### src/rtl/lane_ddr_pkg.sv
// Package: shared defaults and helpers for the double-data-rate lane source.
// Assumes: the internal clock runs at twice the lane bit rate (two cycles per bit).
package lane_ddr_pkg;

    parameter int unsigned DEF_LANES  = 8;
    parameter int unsigned DEF_WORD_W = 14;

    // Internal cycles per bit; the data clock toggles between the two halves.
    parameter int unsigned CYC_PER_BIT = 2;

    // Number of internal cycles in one frame of a word of the given width.
    function automatic int unsigned frame_cycles(input int unsigned word_w);
        return word_w * CYC_PER_BIT;
    endfunction

endpackage

### src/rtl/ldt_slot_timer.sv
// Module: ldt_slot_timer
// Counts the internal cycles of a frame. From the count it gives the frame-start
// strobe and the index of the word bit for the next output cycle. It also
// registers the data clock and the frame clock.
// Assumes: WORD_W is even, so the data clock ends each frame at the level it began.
module ldt_slot_timer
    import lane_ddr_pkg::*;
#(
    parameter int unsigned WORD_W = DEF_WORD_W,
    parameter int unsigned SLOTS  = frame_cycles(WORD_W),
    parameter int unsigned CNT_W  = $clog2(SLOTS),
    parameter int unsigned IDX_W  = $clog2(WORD_W)
) (
    input  logic             clk,
    input  logic             rst_n,
    output logic             frame_start,
    output logic [IDX_W-1:0] bit_idx,
    output logic             dclk_q,
    output logic             fclk_q
);

    logic [CNT_W-1:0] slot_q;
    logic [CNT_W-1:0] half_slot;
    logic [CNT_W:0]   slot_plus1;

    // Purpose: step through the frame slots and wrap at the end of the frame.
    always_ff @(posedge clk) begin
        if (!rst_n) begin
            slot_q <= '0;
        end else if (slot_q == CNT_W'(SLOTS - 1)) begin
            slot_q <= '0;
        end else begin
            slot_q <= slot_q + 1'b1;
        end
    end

    // Purpose: decode the frame start and the word bit for the current slot.
    always_comb begin
        frame_start = (slot_q == '0);
        half_slot   = slot_q >> 1;
        bit_idx     = IDX_W'(WORD_W - 1) - half_slot[IDX_W-1:0];
        slot_plus1  = {1'b0, slot_q} + (CNT_W + 1)'(1);
    end

    // Purpose: register both clocks; the data clock moves only in the middle of a bit.
    always_ff @(posedge clk) begin
        if (!rst_n) begin
            dclk_q <= 1'b0;
            fclk_q <= 1'b0;
        end else begin
            dclk_q <= slot_plus1[1];
            fclk_q <= (slot_q < CNT_W'(WORD_W));
        end
    end

endmodule

### src/rtl/ldt_word_hold.sv
// Module: ldt_word_hold
// Holds the words of all lanes, loading all of them together on a handshake.
// The source words follow the input during a load and the held copy otherwise,
// so the first bit of a frame is taken from fresh data.
// Assumes: load is high only in a frame-start cycle.
module ldt_word_hold
    import lane_ddr_pkg::*;
#(
    parameter int unsigned LANES  = DEF_LANES,
    parameter int unsigned WORD_W = DEF_WORD_W,
    parameter int unsigned BUS_W  = LANES * WORD_W
) (
    input  logic             clk,
    input  logic             rst_n,
    input  logic             load,
    input  logic [BUS_W-1:0] words_in,
    output logic [BUS_W-1:0] words_src
);

    logic [BUS_W-1:0] held_q;

    // Purpose: take a new set of words on a handshake, otherwise keep the old set.
    always_ff @(posedge clk) begin
        if (!rst_n) begin
            held_q <= '0;
        end else if (load) begin
            held_q <= words_in;
        end
    end

    // Purpose: use the incoming words during a load so the first bit has no gap.
    always_comb begin
        words_src = load ? words_in : held_q;
    end

endmodule

### src/rtl/ldt_lane_drive.sv
// Module: ldt_lane_drive
// One serial lane: registers the selected bit of its word so that the pin is
// driven straight from a flip-flop.
// Assumes: bit_idx is in range 0 to WORD_W-1.
module ldt_lane_drive
    import lane_ddr_pkg::*;
#(
    parameter int unsigned WORD_W = DEF_WORD_W,
    parameter int unsigned IDX_W  = $clog2(WORD_W)
) (
    input  logic              clk,
    input  logic              rst_n,
    input  logic [WORD_W-1:0] word,
    input  logic [IDX_W-1:0]  bit_idx,
    output logic              lane_q
);

    // Purpose: register the current word bit onto the lane.
    always_ff @(posedge clk) begin
        if (!rst_n) begin
            lane_q <= 1'b0;
        end else begin
            lane_q <= word[bit_idx];
        end
    end

endmodule

### src/rtl/lane_ddr_tx.sv
// Module: lane_ddr_tx (top)
// Serializes LANES parallel words onto LANES one-bit lanes, most significant bit
// first. It forwards a data clock that carries one bit per edge and a frame clock
// that is high for the first half of each word.
// Assumes: clk runs at twice the lane bit rate; in_ready marks each frame start.
module lane_ddr_tx
    import lane_ddr_pkg::*;
#(
    parameter int unsigned LANES  = DEF_LANES,
    parameter int unsigned WORD_W = DEF_WORD_W
) (
    input  logic                      clk,
    input  logic                      rst_n,
    input  logic                      in_valid,
    output logic                      in_ready,
    input  logic [LANES*WORD_W-1:0]   in_samples,
    output logic [LANES-1:0]          lane_out,
    output logic                      dclk_out,
    output logic                      fclk_out
);

    localparam int unsigned BUS_W = LANES * WORD_W;
    localparam int unsigned IDX_W = $clog2(WORD_W);

    logic             frame_start;
    logic [IDX_W-1:0] bit_idx;
    logic             load;
    logic [BUS_W-1:0] words_src;

    ldt_slot_timer #(.WORD_W(WORD_W)) timer_i (
        .clk         (clk),
        .rst_n       (rst_n),
        .frame_start (frame_start),
        .bit_idx     (bit_idx),
        .dclk_q      (dclk_out),
        .fclk_q      (fclk_out)
    );

    // Purpose: offer the handshake only at a frame start and only out of reset.
    always_comb begin
        in_ready = rst_n && frame_start;
        load     = in_valid && in_ready;
    end

    ldt_word_hold #(.LANES(LANES), .WORD_W(WORD_W)) hold_i (
        .clk       (clk),
        .rst_n     (rst_n),
        .load      (load),
        .words_in  (in_samples),
        .words_src (words_src)
    );

    for (genvar g = 0; g < LANES; g++) begin : g_lane
        ldt_lane_drive #(.WORD_W(WORD_W)) lane_i (
            .clk     (clk),
            .rst_n   (rst_n),
            .word    (words_src[g*WORD_W +: WORD_W]),
            .bit_idx (bit_idx),
            .lane_q  (lane_out[g])
        );
    end

endmodule

### config.mk
export PLATFORM = sky130hd
export DESIGN_NAME = lane_ddr_tx
export DESIGN_NICKNAME = d
export VERILOG_FILES = /design/src/rtl/lane_ddr_pkg.sv /design/src/rtl/ldt_slot_timer.sv /design/src/rtl/ldt_word_hold.sv /design/src/rtl/ldt_lane_drive.sv /design/src/rtl/lane_ddr_tx.sv
export SDC_FILE = /design/constraint.sdc
export NUM_CORES = 1
export LEC_CHECK = 0
export BUFFER_PORTS_ARGS = -buffer_cell sky130_fd_sc_hd__buf_2
export CAP_MARGIN = 5
export CORE_ASPECT_RATIO = 1.5
export CORE_UTILIZATION = 46
export CTS_CLUSTER_DIAMETER = 80
export DETAILED_ROUTE_END_ITERATION = 8
export HOLD_SLACK_MARGIN = 0.08
export PLACE_DENSITY = 0.72
export RECOVER_POWER = 25
export SYNTH_ARGS = -nofsm -noshare
export SYNTH_HDL_FRONTEND = slang
export SYNTH_SLANG_ARGS = --single-unit
### constraint.sdc
create_clock -name clk -period 2.85 [get_ports clk]
set_clock_uncertainty 0.15 [all_clocks]
set_input_delay 0.855 -clock clk [delete_from_list [all_inputs] [get_ports clk]]
set_output_delay 0.855 -clock clk [all_outputs]
set_load 0.01 [all_outputs]
==> results.yml <==
outcome:
  status: "finished, final reports clean"
clock_network:
  cts_setup_buffers: 0
  cts-root-buf: "clkbuf_16"
  clockBufferDepth: 2
  ctsHoldBuffers: 0
  htreeDepth: 4
  cts.sinks: 127
  cts_tree: "done"
  path_clk_slew_ns: 0.05
  cts_resized: 0
  cts_buffers: 17
  clock_latency_ns: 0.41
final_layout:
  fillCellCount: 1218
  syn_to_final_growth_pct: 20.5
  multi_input_area_um2: 3160
  finalNonFillerCells: 976
  final_nets: 928
  drive_gt1_share_pct: 23.7
  final_area_um2: 7350
  diodes: 0
  seqCellArea_um2: 2540
critical_path:
  path_buf_inv: 2
  worstPathRequired_ns: 2.98
  cp-end-kind: "register"
  rr_worst_depth: 9
  worst-path-stages: 9
  r2r_slack_ns: 0.18
  critPathKind: "reg2reg"
  crit_chain: "inv_1 -> ha_1 -> and4b_1 -> nand2_1 -> buf_12 -> mux4_2 -> and2_1 -> a211oi_2 -> a211oi_1"
  cpPeakStageDelay_ns: 0.50
  critPathSlowestCell: "mux4_2"
  reg2reg_from: "timer_i.slot_q[3]$_SDFF_PP0_"
  cp_top_family: "simple AND/OR/NAND/NOR gates"
  crit_arrival_ns: 2.81
  worstReg2RegEnd: "g_lane[2].lane_i.lane_q$_SDFF_PN0_"
  crit_fanout: 21
  start_kind: "register"
yosys:
  synth_most_common_cell: "nand2_1"
  synth_edf_count: 0
  syn_inst: 702
  yosysSeqAreaShare_pct: 41.6
  ys_ff_latch: 127
  async_reset_ff_share_pct: 0
  synth_ff_type: "dfxtp_1"
  avgSynthCellArea_um2: 8.70
  synth_top_area_share_pct: 41.6
  synth_cell_type_count: 43
  synth_area_um2: 6100
  synth_common_cells: "nand2_1 (144), dfxtp_1 (127), a21oi_1 (71)"
  synth.net_count: 823
  synth_area_leaders: "dfxtp_1 (42%), mux2i_1 (9.8%), nand2_1 (8.9%), a21oi_1 (5.8%), mux4_2 (5.2%)"
  ys.warnings.count: 0
  synth_area_leader_cell: "dfxtp_1"
timing:
  setup_viol: 0
  max_slew.worst_pin.slew_ns: 0.756
  setup_tns_ns: 0
  period_minus_slack_ns: 2.67
  rsz0062_at_grt: "false"
  period_share_pct: 93.8
  clock.fmax_mhz: 374
  hold_viol: 0
  slew_violations: 0
  relSlewSlack_pct: 49.6
placement:
  hpwl_um: 11500
  numPortBuffers: 125
  dp_cells: 947
  post_dp_cell_area_um2: 6830
  globalplace.congestion: 0.821
global_routing:
  overflow: 0
  grt_max_degree: 69
  antenna_found_initial: 0
  first_global_vias: 5142
  grt_pass1_wl_um: 25300
  grt_usage_pct: 24.7
floorplan:
  die_w_um: 96.1
  boundaryPins: 126
  num_rows: 51
  start_util_pct: 47.1
  die_area_um2: 13700
  die_h_um: 143
  core_area_um2: 13000
routing:
  drt-vias-per-instance: 5.63
  ant_nets: 0
  first_pass_iters: 5
  via_count: 5499
  drc: 0
  wl_um: 16300
  wl_per_cell_um: 16.7
  first_iter_violations: 237
hold_path:
  hp-class: "reg2reg"
  hold-path-endpoint: "hold_i.held_q[8]$_SDFF_PN0_"
  min_from: "hold_i.held_q[8]$_SDFF_PN0_"
  hold_depth: 2
power:
  vdd_drop_max_mv: 0.365
  power_density_nw_per_um2: 623
  power.leakage_nw: 3.19
flow_run:
  maxCapViolations: 0
per-layer routing:
| metal | wire (µm) | track usage, % | share of wire [%] | vias up |
|---|---|---|---|---|
| li1 | - | - | - | 2668 |
| met1 | 6570 | 29.8 | 40 | 2611 |
| met2 | 8250 | 41.0 | 51 | 184 |
| met3 | 895 | 4.85 | 5.5 | 36 |
| met4 | 566 | 12.4 | 3.5 | 0 |
| met5 | 0 | 0 | 0 | - |
worst max-delay path by stage:
stage                                       from                                  to  slack (ns)
floorplan           timer_i.slot_q[1]$_SDFF_PP0_  g_lane[2].lane_i.lane_q$_SDFF_PN0_        0.06
global placement                           rst_n  g_lane[2].lane_i.lane_q$_SDFF_PN0_        0.04
detailed placement                         rst_n  g_lane[5].lane_i.lane_q$_SDFF_PN0_       0.003
CTS                 timer_i.slot_q[3]$_SDFF_PP0_                            in_ready        0.11
global route        timer_i.slot_q[3]$_SDFF_PP0_  g_lane[5].lane_i.lane_q$_SDFF_PN0_        0.04
finish              timer_i.slot_q[3]$_SDFF_PP0_  g_lane[2].lane_i.lane_q$_SDFF_PN0_        0.18
worst min-delay path: stages, from the launching register on:
cell     delay (ns)
dfxtp_1        0.30
nand2_1        0.05
a21oi_1        0.05
cell families (layout without fill, tap and decap cells):
family / Yosys count / count (layout) / share of synthesized area (%)
and+or+nand+nor: 263 / 263 / 19.2
AOI/OAI and AO/OA: 150 / 150 / 15.0
DFF: 127 / 127 / 41.6
muxes: 78 / 78 / 15.7
buffers and inverters: 73 / 188 / 6.50
adders and majority gates: 6 / 6 / 1.23
xor gates and xnor gates: 5 / 5 / 0.717
power breakdown:
group	internal [mW]	switching, mW
registers	1.86	0.0305
logic	0.259	0.356
clock network	1.33	0.740
total	3.45	1.13
per-stage QoR:
stage	power, mW	hold slack, ns	setup WS [ns]	utilization [%]
2_1_floorplan	2.33	0.280	0.0608	-
3_3_place_gp	2.54	0.290	0.0439	52.7
3_5_place_dp	2.55	0.294	0.00286	52.7
4_1_cts	4.61	0.301	0.115	57.1
5_1_grt	4.76	0.316	0.0365	56.8
6_report	4.58	0.300	0.176	56.8
sequential cells by signal, summed over array words and instances, names as in the netlist:
name / flops
timer_i.slot_q: 5
g_lane.lane_i.lane_q: 8
timer_i.fclk_q: 1
hold_i.held_q: 112
timer_i.dclk_q: 1
area by class of cell:
type,instances,share of cell area [%]
timing repair buffer,153,11.8
tap,159,2.71
multi-input combinational,502,43.0
clock inverter,7,1.19
sequential,127,34.6
inverter,6,0.306
clock buffer,22,6.45
placed cells by master, fill, tap and decap left out, types with 14 or more instances in the layout:
master and n:
a21oi_1 71, and3_1 14, buf_2 114, buf_4 22, clkbuf_16 17, dfxtp_1 127, mux2i_1 60, mux4_2 14
nand2_1 145, nand3_1 22, nor2_1 48, o21ai_0 18
Power figures use the tool's default switching activity.
